--- src/rtl/vsb_pkg.sv ---
package vsb_pkg;

    // Bit positions inside the sync control word
    localparam int SB_SOG     = 0;
    localparam int SB_ALL_OFF = 1;
    localparam int SB_H_INV   = 3;
    localparam int SB_V_INV   = 4;
    localparam int SB_H_OFF   = 5;
    localparam int SB_V_OFF   = 6;

    // Bit position inside the display control word
    localparam int DB_OFF     = 1;

    localparam logic SEL_SYNC = 1'b0;
    localparam logic SEL_DISP = 1'b1;

    typedef struct packed {
        logic sog_en;
        logic all_off;
        logic h_inv;
        logic v_inv;
        logic h_off;
        logic v_off;
    } sync_cfg_t;

    typedef struct packed {
        sync_cfg_t sync;
        logic      disp_off;
    } ctrl_state_t;

endpackage

--- src/rtl/vsb_ctrl_regs.sv ---
module vsb_ctrl_regs
    import vsb_pkg::*;
#(
    parameter int CFG_W = 8
) (
    input  logic             clk,
    input  logic             rst_n,
    input  logic             we,
    input  logic             sel,
    input  logic [CFG_W-1:0] wdata,
    output sync_cfg_t        sync_q,
    output logic             disp_off_q
);

    ctrl_state_t st_d, st_q;

    // Bits 2, 7 and above of the sync word, and all but one display bit, are dropped
    logic unused_wdata;
    assign unused_wdata = ^wdata;

    always_comb begin
        st_d = st_q;
        if (we) begin
            if (sel == SEL_SYNC) begin
                st_d.sync.sog_en  = wdata[SB_SOG];
                st_d.sync.all_off = wdata[SB_ALL_OFF];
                st_d.sync.h_inv   = wdata[SB_H_INV];
                st_d.sync.v_inv   = wdata[SB_V_INV];
                st_d.sync.h_off   = wdata[SB_H_OFF];
                st_d.sync.v_off   = wdata[SB_V_OFF];
            end else begin
                st_d.disp_off     = wdata[DB_OFF];
            end
        end
    end

    always_ff @(posedge clk) begin
        if (!rst_n) begin
            st_q          <= '0;
            st_q.disp_off <= 1'b1;
        end else begin
            st_q <= st_d;
        end
    end

    assign sync_q     = st_q.sync;
    assign disp_off_q = st_q.disp_off;

endmodule

--- src/rtl/vsb_sync_lane.sv ---
module vsb_sync_lane (
    input  logic clk,
    input  logic rst_n,
    input  logic raw,
    input  logic inv,
    input  logic off,
    output logic live,
    output logic sync_o
);

    logic sync_d, sync_q;

    // Unsuppressed raw pulse, used for the composite flag
    assign live = raw & ~off;

    always_comb begin
        if (off) sync_d = inv;
        else     sync_d = raw ^ inv;
    end

    always_ff @(posedge clk) begin
        if (!rst_n) sync_q <= 1'b0;
        else        sync_q <= sync_d;
    end

    assign sync_o = sync_q;

endmodule

--- src/rtl/vsb_pixel_gate.sv ---
module vsb_pixel_gate #(
    parameter int CH_W   = 8,
    parameter int NUM_CH = 3,
    localparam int PIX_W = CH_W * NUM_CH
) (
    input  logic             clk,
    input  logic             rst_n,
    input  logic             de_in,
    input  logic [PIX_W-1:0] rgb_in,
    input  logic             disp_off,
    output logic             de_out,
    output logic [PIX_W-1:0] rgb_out
);

    typedef struct packed {
        logic             de;
        logic [PIX_W-1:0] rgb;
    } pix_t;

    pix_t        px_d, px_q;
    logic        keep;
    logic [PIX_W-1:0] gated;

    assign keep = de_in & ~disp_off;

    for (genvar c = 0; c < NUM_CH; c++) begin : g_ch
        assign gated[c*CH_W +: CH_W] = keep ? rgb_in[c*CH_W +: CH_W] : '0;
    end

    always_comb begin
        px_d.de  = keep;
        px_d.rgb = gated;
    end

    always_ff @(posedge clk) begin
        if (!rst_n) px_q <= '0;
        else        px_q <= px_d;
    end

    assign de_out  = px_q.de;
    assign rgb_out = px_q.rgb;

endmodule

--- src/rtl/vid_sync_blank.sv ---
module vid_sync_blank
    import vsb_pkg::*;
#(
    parameter int CH_W   = 8,
    parameter int NUM_CH = 3,
    parameter int CFG_W  = 8,
    localparam int PIX_W = CH_W * NUM_CH
) (
    input  logic             clk,
    input  logic             rst_n,
    input  logic             cfg_we,
    input  logic             cfg_sel,
    input  logic [CFG_W-1:0] cfg_wdata,
    input  logic             hsync_in,
    input  logic             vsync_in,
    input  logic             de_in,
    input  logic [PIX_W-1:0] rgb_in,
    output logic             hsync_out,
    output logic             vsync_out,
    output logic             sog_out,
    output logic             de_out,
    output logic [PIX_W-1:0] rgb_out
);

    localparam int N_LANE = 2;

    sync_cfg_t cfg_sync;
    logic      cfg_disp_off;

    vsb_ctrl_regs #(.CFG_W(CFG_W)) u_regs (
        .clk        (clk),
        .rst_n      (rst_n),
        .we         (cfg_we),
        .sel        (cfg_sel),
        .wdata      (cfg_wdata),
        .sync_q     (cfg_sync),
        .disp_off_q (cfg_disp_off)
    );

    // Lane 0 is horizontal, lane 1 vertical
    logic [N_LANE-1:0] lane_raw, lane_inv, lane_off, lane_live, lane_out;

    assign lane_raw = {vsync_in, hsync_in};
    assign lane_inv = {cfg_sync.v_inv, cfg_sync.h_inv};
    assign lane_off = {cfg_sync.v_off | cfg_sync.all_off,
                       cfg_sync.h_off | cfg_sync.all_off};

    for (genvar i = 0; i < N_LANE; i++) begin : g_lane
        vsb_sync_lane u_lane (
            .clk    (clk),
            .rst_n  (rst_n),
            .raw    (lane_raw[i]),
            .inv    (lane_inv[i]),
            .off    (lane_off[i]),
            .live   (lane_live[i]),
            .sync_o (lane_out[i])
        );
    end

    assign hsync_out = lane_out[0];
    assign vsync_out = lane_out[1];

    logic sog_d, sog_q;

    always_comb begin
        sog_d = cfg_sync.sog_en & ~cfg_sync.all_off & (|lane_live);
    end

    always_ff @(posedge clk) begin
        if (!rst_n) sog_q <= 1'b0;
        else        sog_q <= sog_d;
    end

    assign sog_out = sog_q;

    vsb_pixel_gate #(.CH_W(CH_W), .NUM_CH(NUM_CH)) u_pix (
        .clk      (clk),
        .rst_n    (rst_n),
        .de_in    (de_in),
        .rgb_in   (rgb_in),
        .disp_off (cfg_disp_off),
        .de_out   (de_out),
        .rgb_out  (rgb_out)
    );

endmodule

--- config.mk ---
export PLATFORM = sky130hd
export DESIGN_NAME = vid_sync_blank
export DESIGN_NICKNAME = d
export VERILOG_FILES = /design/src/rtl/vsb_pkg.sv /design/src/rtl/vsb_ctrl_regs.sv /design/src/rtl/vsb_sync_lane.sv /design/src/rtl/vsb_pixel_gate.sv /design/src/rtl/vid_sync_blank.sv
export SDC_FILE = /design/constraint.sdc
export NUM_CORES = 1
export LEC_CHECK = 0
export ABC_CLOCK_PERIOD_IN_PS = 1300
export BUFFER_PORTS_ARGS = -buffer_cell sky130_fd_sc_hd__buf_2
export CORE_UTILIZATION = 30
export CTS_CLUSTER_SIZE = 10
export DETAILED_ROUTE_END_ITERATION = 7
export PLACE_DENSITY = 0.57
export SLEW_MARGIN = 20
export SYNTH_ARGS = -nofsm -noshare
export SYNTH_HDL_FRONTEND = slang
export SYNTH_HIERARCHICAL = 1
export SYNTH_SLANG_ARGS = --single-unit
--- constraint.sdc ---
create_clock -name clk -period 1.3 [get_ports clk]
set_clock_uncertainty 0.2 [all_clocks]
set_input_delay 0.065 -clock clk [delete_from_list [all_inputs] [get_ports clk]]
set_output_delay 0.065 -clock clk [all_outputs]
set_load 0.01 [all_outputs]
==> flow_metrics.env, run 1 <==
export IMPL_hold_viol_final=0
export IMPL_peakVddDrop_mv=0.596
export IMPL_clk_latency_ns=0.27
export IMPL_p_leak_nw=1.05
export IMPL_yosysTopAreaCell="dfxtp_1"
export IMPL_synthArstFlopShare_pct=0
export IMPL_fin_ws_ns=0.0686
export IMPL_grt_max_degree=29
export IMPL_fin_tns_setup_ns=0
export IMPL_finalCritPeriodShare_pct=94.7
export IMPL_synth_cells=102
export IMPL_cp_max_fo=6
export IMPL_start_kind="primary input"
export IMPL_synthFlopType="dfxtp_1"
export IMPL_r2r_start="u_regs/sync_q[4]"
export IMPL_cts_htree_levels=2
export IMPL_synth_fp_nets=141
export IMPL_clock_root_buffer="clkbuf_8"
export IMPL_yosysSeqAreaShare_pct=55.9
export IMPL_core_area_um2=4000
export IMPL_maxCapViolCount=0
export IMPL_cts_tree="built"
export IMPL_gp_congestion=0.670
export IMPL_internal_power_mw=1.74
export IMPL_portBuffers=64
export IMPL_synthMostInstantiatedCell="dfxtp_1"
export IMPL_critPathLaunch="cfg_sel"
export IMPL_antenna_found_initial=0
export IMPL_place_hpwl_um=1870
export IMPL_ys_warn_count=6
export IMPL_area_growth_pct=64.3
export IMPL_dieArea_um2=4440
export IMPL_mappedNetlistArea_um2=1250
export IMPL_pwr_share_clk_pct=38.1
export IMPL_grt_overflow=0
export IMPL_die_h_um=66.6
export IMPL_fin_nets=241
export IMPL_cts_buffer_depth=2
export IMPL_sw_frac_of_total_pct=21.3
export IMPL_comb_power_share_pct=12.0
export IMPL_drive_gt1_share_pct=38.4
export IMPL_min_path_type="primary input to flip-flop"
export IMPL_power_density_nw_per_um2=1080
export IMPL_critical_path_arrival_ns=1.23
export IMPL_pre_cts_slack_ns=0.151
export IMPL_drtIter0Drc=38
export IMPL_grt_pass1_wl_um=4560
export IMPL_maxSlewViolCount=0
export IMPL_grt_pass1_vias=1105
export IMPL_dr_total_vias=1138
export IMPL_path_clk_slew_ns=0.07
export IMPL_clock_sinks=35
export IMPL_synth_area_leaders="dfxtp_1, and4b_1, mux2i_1, buf_6, nand2_1"
export IMPL_setup_viol=0
export IMPL_fin_crit_ns=1.23
export IMPL_io_pins=67
export IMPL_worst_slew_pin_slew_ns=0.325
export IMPL_critical_path_class="primary input to flip-flop"
export IMPL_critPathCaptureType="flip-flop"
export IMPL_remaining_drc_errors=0
export IMPL_fmax_mhz=812
export IMPL_post_drt_wl_per_cell_um=11.5
export IMPL_ys_ff_latch=35
export IMPL_start_util_pct=31.3
export IMPL_routed_via_density=4.50
export IMPL_crit_required_ns=1.30
export IMPL_min_from="de_in"
export IMPL_p_sw_mw=0.471
export IMPL_rsz0062_at_grt="false"
export IMPL_drt_pre_antenna_iters=6
export IMPL_p_seq_share_pct=49.9
export IMPL_fp_row_count=23
export IMPL_numCtsBuffers=5
export IMPL_grtUsageTotal_pct=13.9
export IMPL_synthDistinctLibCells=17
export IMPL_status="complete, no violations"
export IMPL_die_width_um=66.6
export IMPL_routed_wl_um=2910
export IMPL_ant_nets=0
export IMPL_synth_common_cells="dfxtp_1, and4b_1, nand2_1"
export IMPL_synth_edf_count=0
export IMPL_synth_top_area_share_pct=55.9
export IMPL_maxSlewHeadroom_pct=78.4
export IMPL_antenna_cells=0
export IMPL_synth_avg_cell_area_um2=12.3
flip-flops by register name (all words and copies together), names as in the netlist:
name                  count
g_lane.u_lane/sync_o      2
sog_out                   1
u_pix/de_out              1
u_pix/rgb_out            24
u_regs/disp_off_q         1
u_regs/sync_q             6
kinds of logic (layout without fill, tap and decap cells):
family                 count (synthesis)  in the layout  synth area share [%]
AOI/OAI and AO/OA                      5              5                  2.20
buffers and inverters                  8            109                  5.89
muxes                                  6              6                  4.79
and+or+nand+nor                       48             48                  31.2
DFF                                   35             35                  55.9
worst paths after layout:
check	slack (ns)	cells after the start	to
setup / recovery	0.07	4	u_regs/sync_q[2]
hold / removal	0.07	2	u_pix/de_out
setup reg to reg	0.15	4	sog_out
hold reg to reg	0.26	1	sog_out
final cells by class:
class | instances | area, um^2
Clock buffer | 7 | 96.3
Clock inverter | 1 | 7.51
Fill cell | 367 | 1940
Multi-Input combinational cell | 59 | 479
Sequential cell | 35 | 701
Tap cell | 50 | 62.6
Timing Repair Buffer | 101 | 713
cells in the final DEF (no fill, tap or decap), drive strengths merged, types with 2 or more instances in the layout:
cell         netlist  layout
o21ai              3       3
buf                8      65
clkbuf             0       8
dfxtp             35      35
and3b              2       2
nor2b              3       3
mux2i              6       6
and4b             24      24
dlygate4sd3        0      35
nand2             14      14
or2                2       2
nand4bb            2       2
stage by stage:
step | hold slack, ns | total power [mW] | utilization (%) | cell area [um^2] | std cells
2_1_floorplan | 0.00432 | 1.23 | - | 1250 | 102
3_3_place_gp | 0.111 | 1.31 | 40.1 | 1600 | 210
3_5_place_dp | 0.128 | 1.31 | 40.1 | 1600 | 210
4_1_cts | 0.0477 | 2.25 | 51.4 | 2060 | 253
5_1_grt | 0.0883 | 2.33 | 51.5 | 2060 | 253
6_report | 0.0651 | 2.22 | 51.5 | 2060 | 253
power by group through the flow:
stage / clock network, mW / registers [mW] / logic, mW
after floorplan: 0 / 1.14 / 0.0912
after global placement: 0 / 1.13 / 0.179
after detailed placement: 0 / 1.13 / 0.183
after CTS: 0.882 / 1.11 / 0.265
after global routing: 0.928 / 1.11 / 0.289
final: 0.844 / 1.11 / 0.265
timing repair:
| action | in CTS | in global routing |
|---|---|---|
| endpoints found under the hold margin | 34 | 0 |
| hold buffers | 35 | 0 |
| setup buffers | 0 | 0 |
| resized for setup | 0 | 1 |
| setup endpoints to repair | 0 | 1 |
metal layers:
layer	vias to the layer above	GRT usage [%]	routed length [um]
met5	-	0	0
met4	0	5.59	14
met3	2	5.31	257
met2	49	25.6	1410
met1	522	13.7	1230
li1	565	-	-
worst max-delay path, cell delays in order:
cell and delay [ns]:
dlygate4sd3_1 0.54, buf_2 0.15, nor2b_4 0.25, mux2i_1 0.23
Power figures use the tool's default switching activity.
==> run 2: changes to the inputs <==
--- a/config.mk
+++ b/config.mk
@@ -10,6 +10,7 @@
 export CORE_UTILIZATION = 30
 export CTS_CLUSTER_SIZE = 10
 export DETAILED_ROUTE_END_ITERATION = 7
+export HOLD_SLACK_MARGIN = 0.1
 export PLACE_DENSITY = 0.57
 export SLEW_MARGIN = 20
 export SYNTH_ARGS = -nofsm -noshare
==> flow_metrics.env, run 2 (synthesized netlist as in run 1, its figures left out) <==
export IMPL_maxCapViolCount=0
export IMPL_antenna_found_initial=0
export IMPL_drtIter0Drc=42
export IMPL_path_clk_slew_ns=0.07
export IMPL_ant_nets=0
export IMPL_min_from="u_regs/sync_q[4]"
export IMPL_grt_max_degree=29
export IMPL_layout_common_cells="buf_2, dlygate4sd3_1, dfxtp_1"
export IMPL_portBuffers=64
export IMPL_clk_latency_ns=0.27
export IMPL_critPathCaptureType="flip-flop"
export IMPL_grtUsageTotal_pct=14.0
export IMPL_r2r_end="sog_out"
export IMPL_fp_row_count=23
export IMPL_drt_pre_antenna_iters=6
export IMPL_place_inst=210
export IMPL_remaining_drc_errors=0
export IMPL_antenna_cells=0
export IMPL_die_width_um=66.6
export IMPL_cp_slowest_cell="dlygate4sd3_1"
export IMPL_critical_path_class="primary input to flip-flop"
export IMPL_post_drt_wl_per_cell_um=11.5
export IMPL_cp_max_fo=6
export IMPL_status="complete, no violations"
export IMPL_fin_tns_setup_ns=0
export IMPL_grt_pass1_wl_um=4580
export IMPL_drive_gt1_share_pct=38.2
export IMPL_seq_area_um2=701
export IMPL_gp_congestion=0.670
export IMPL_grt_overflow=0
export IMPL_cp_slowest_stage_delay_ns=0.54
export IMPL_rsz0062_at_grt="false"
export IMPL_r2r_cells=4
export IMPL_mostFrequentLayoutCell="buf_2"
export IMPL_p_leak_nw=1.06
export IMPL_clock_root_buffer="clkbuf_8"
export IMPL_fin_nets=242
export IMPL_cp_cell_sequence="dlygate4sd3_1 > buf_2 > nor2b_4 > mux2i_1"
export IMPL_dr_total_vias=1147
export IMPL_finalCritPeriodShare_pct=94.7
export IMPL_critical_path_arrival_ns=1.23
export IMPL_hold_depth=1
export IMPL_maxSlewViolCount=0
export IMPL_area_growth_pct=65.1
export IMPL_peakVddDrop_mv=0.595
export IMPL_stdcell_count=254
export IMPL_reg2reg_slack_ns=0.15
export IMPL_power_density_nw_per_um2=1070
export IMPL_fin_crit_ns=1.23
export IMPL_cts_htree_levels=2
export IMPL_start_kind="primary input"
export IMPL_die_h_um=66.6
export IMPL_numCtsBuffers=5
export IMPL_place_hpwl_um=1870
export IMPL_start_util_pct=31.3
export IMPL_r2r_start="u_regs/sync_q[4]"
export IMPL_min_to="sog_out"
export IMPL_cts_tree="built"
export IMPL_clock_sinks=35
export IMPL_multi_input_area_um2=479
export IMPL_largest_reg_flops=24
export IMPL_min_path_type="flip-flop to flip-flop"
export IMPL_maxSlewHeadroom_pct=77.7
export IMPL_hold_viol_final=0
export IMPL_cts_buffer_depth=2
export IMPL_core_area_um2=4000
export IMPL_io_pins=67
export IMPL_routed_wl_um=2930
export IMPL_crit_required_ns=1.30
export IMPL_fillerInstances=367
export IMPL_grt_pass1_vias=1108
export IMPL_routed_via_density=4.52
export IMPL_setup_viol=0
export IMPL_worst_slew_pin_slew_ns=0.334
export IMPL_fmax_mhz=812
export IMPL_dieArea_um2=4440
-- run 2: cell types whose count changed in the layout (fill, tap and decap cells not counted) --
cell,delta
dlygate4sd3_1,+1
-- run 2: worst max-delay path by stage --
stage	from	endpoint	cells after the start
floorplan	u_regs/sync_q[4]	sog_out	4
global placement	u_regs/sync_q[4]	sog_out	4
detailed placement	u_regs/sync_q[4]	sog_out	4
CTS	rst_n	u_regs/sync_q[2]	5
global route	rst_n	u_regs/sync_q[5]	5
finish	cfg_sel	u_regs/sync_q[2]	4
-- run 2: what timing repair did --
action | in CTS | in global routing
endpoints found under the setup margin | 0 | 1
hold buffers | 36 | 0
buffers inserted | 0 | 0
gates resized for setup | 0 | 1
hold endpoints to repair | 35 | 0
-- run 2: metrics by stage --
step	utilization [%]	hold slack, ns	cell area [um^2]	setup WS (ns)	total power [mW]
after floorplan	-	0.00432	1250	0.204	1.23
after global placement	40.1	0.111	1600	0.163	1.31
after detailed placement	40.1	0.128	1600	0.151	1.31
after CTS	51.7	0.266	2070	0.0394	2.26
after global routing	51.7	0.294	2070	0.0453	2.33
final	51.7	0.258	2070	0.0686	2.22
-- run 2: power breakdown --
group	internal [mW]	total [mW]	leakage [nW]	switching, mW
Combinational	0.169	0.268	0.724	0.0993
Clock	0.481	0.844	0.0505	0.363
Sequential	1.10	1.11	0.284	0.00980
-- run 2: layout make-up --
type,count,area share (%)
clock buffer,7,4.66
tap,50,3.02
sequential,35,33.9
clock inverter,1,0.363
multi-input combinational,59,23.2
timing repair buffer,102,34.9
-- run 2: critical path: cells and delay by family --
family | cells | cell delay (ns)
buf+inv | 2 | 0.69
simple gates | 1 | 0.25
mux | 1 | 0.23
-- run 2: routing by layer --
layer | routed length (um) | up-vias | track usage [%]
met2 | 1440 | 49 | 25.9
met3 | 248 | 2 | 5.14
li1 | - | 567 | -
met5 | 0 | - | 0
met4 | 14 | 0 | 5.59
met1 | 1230 | 529 | 13.8
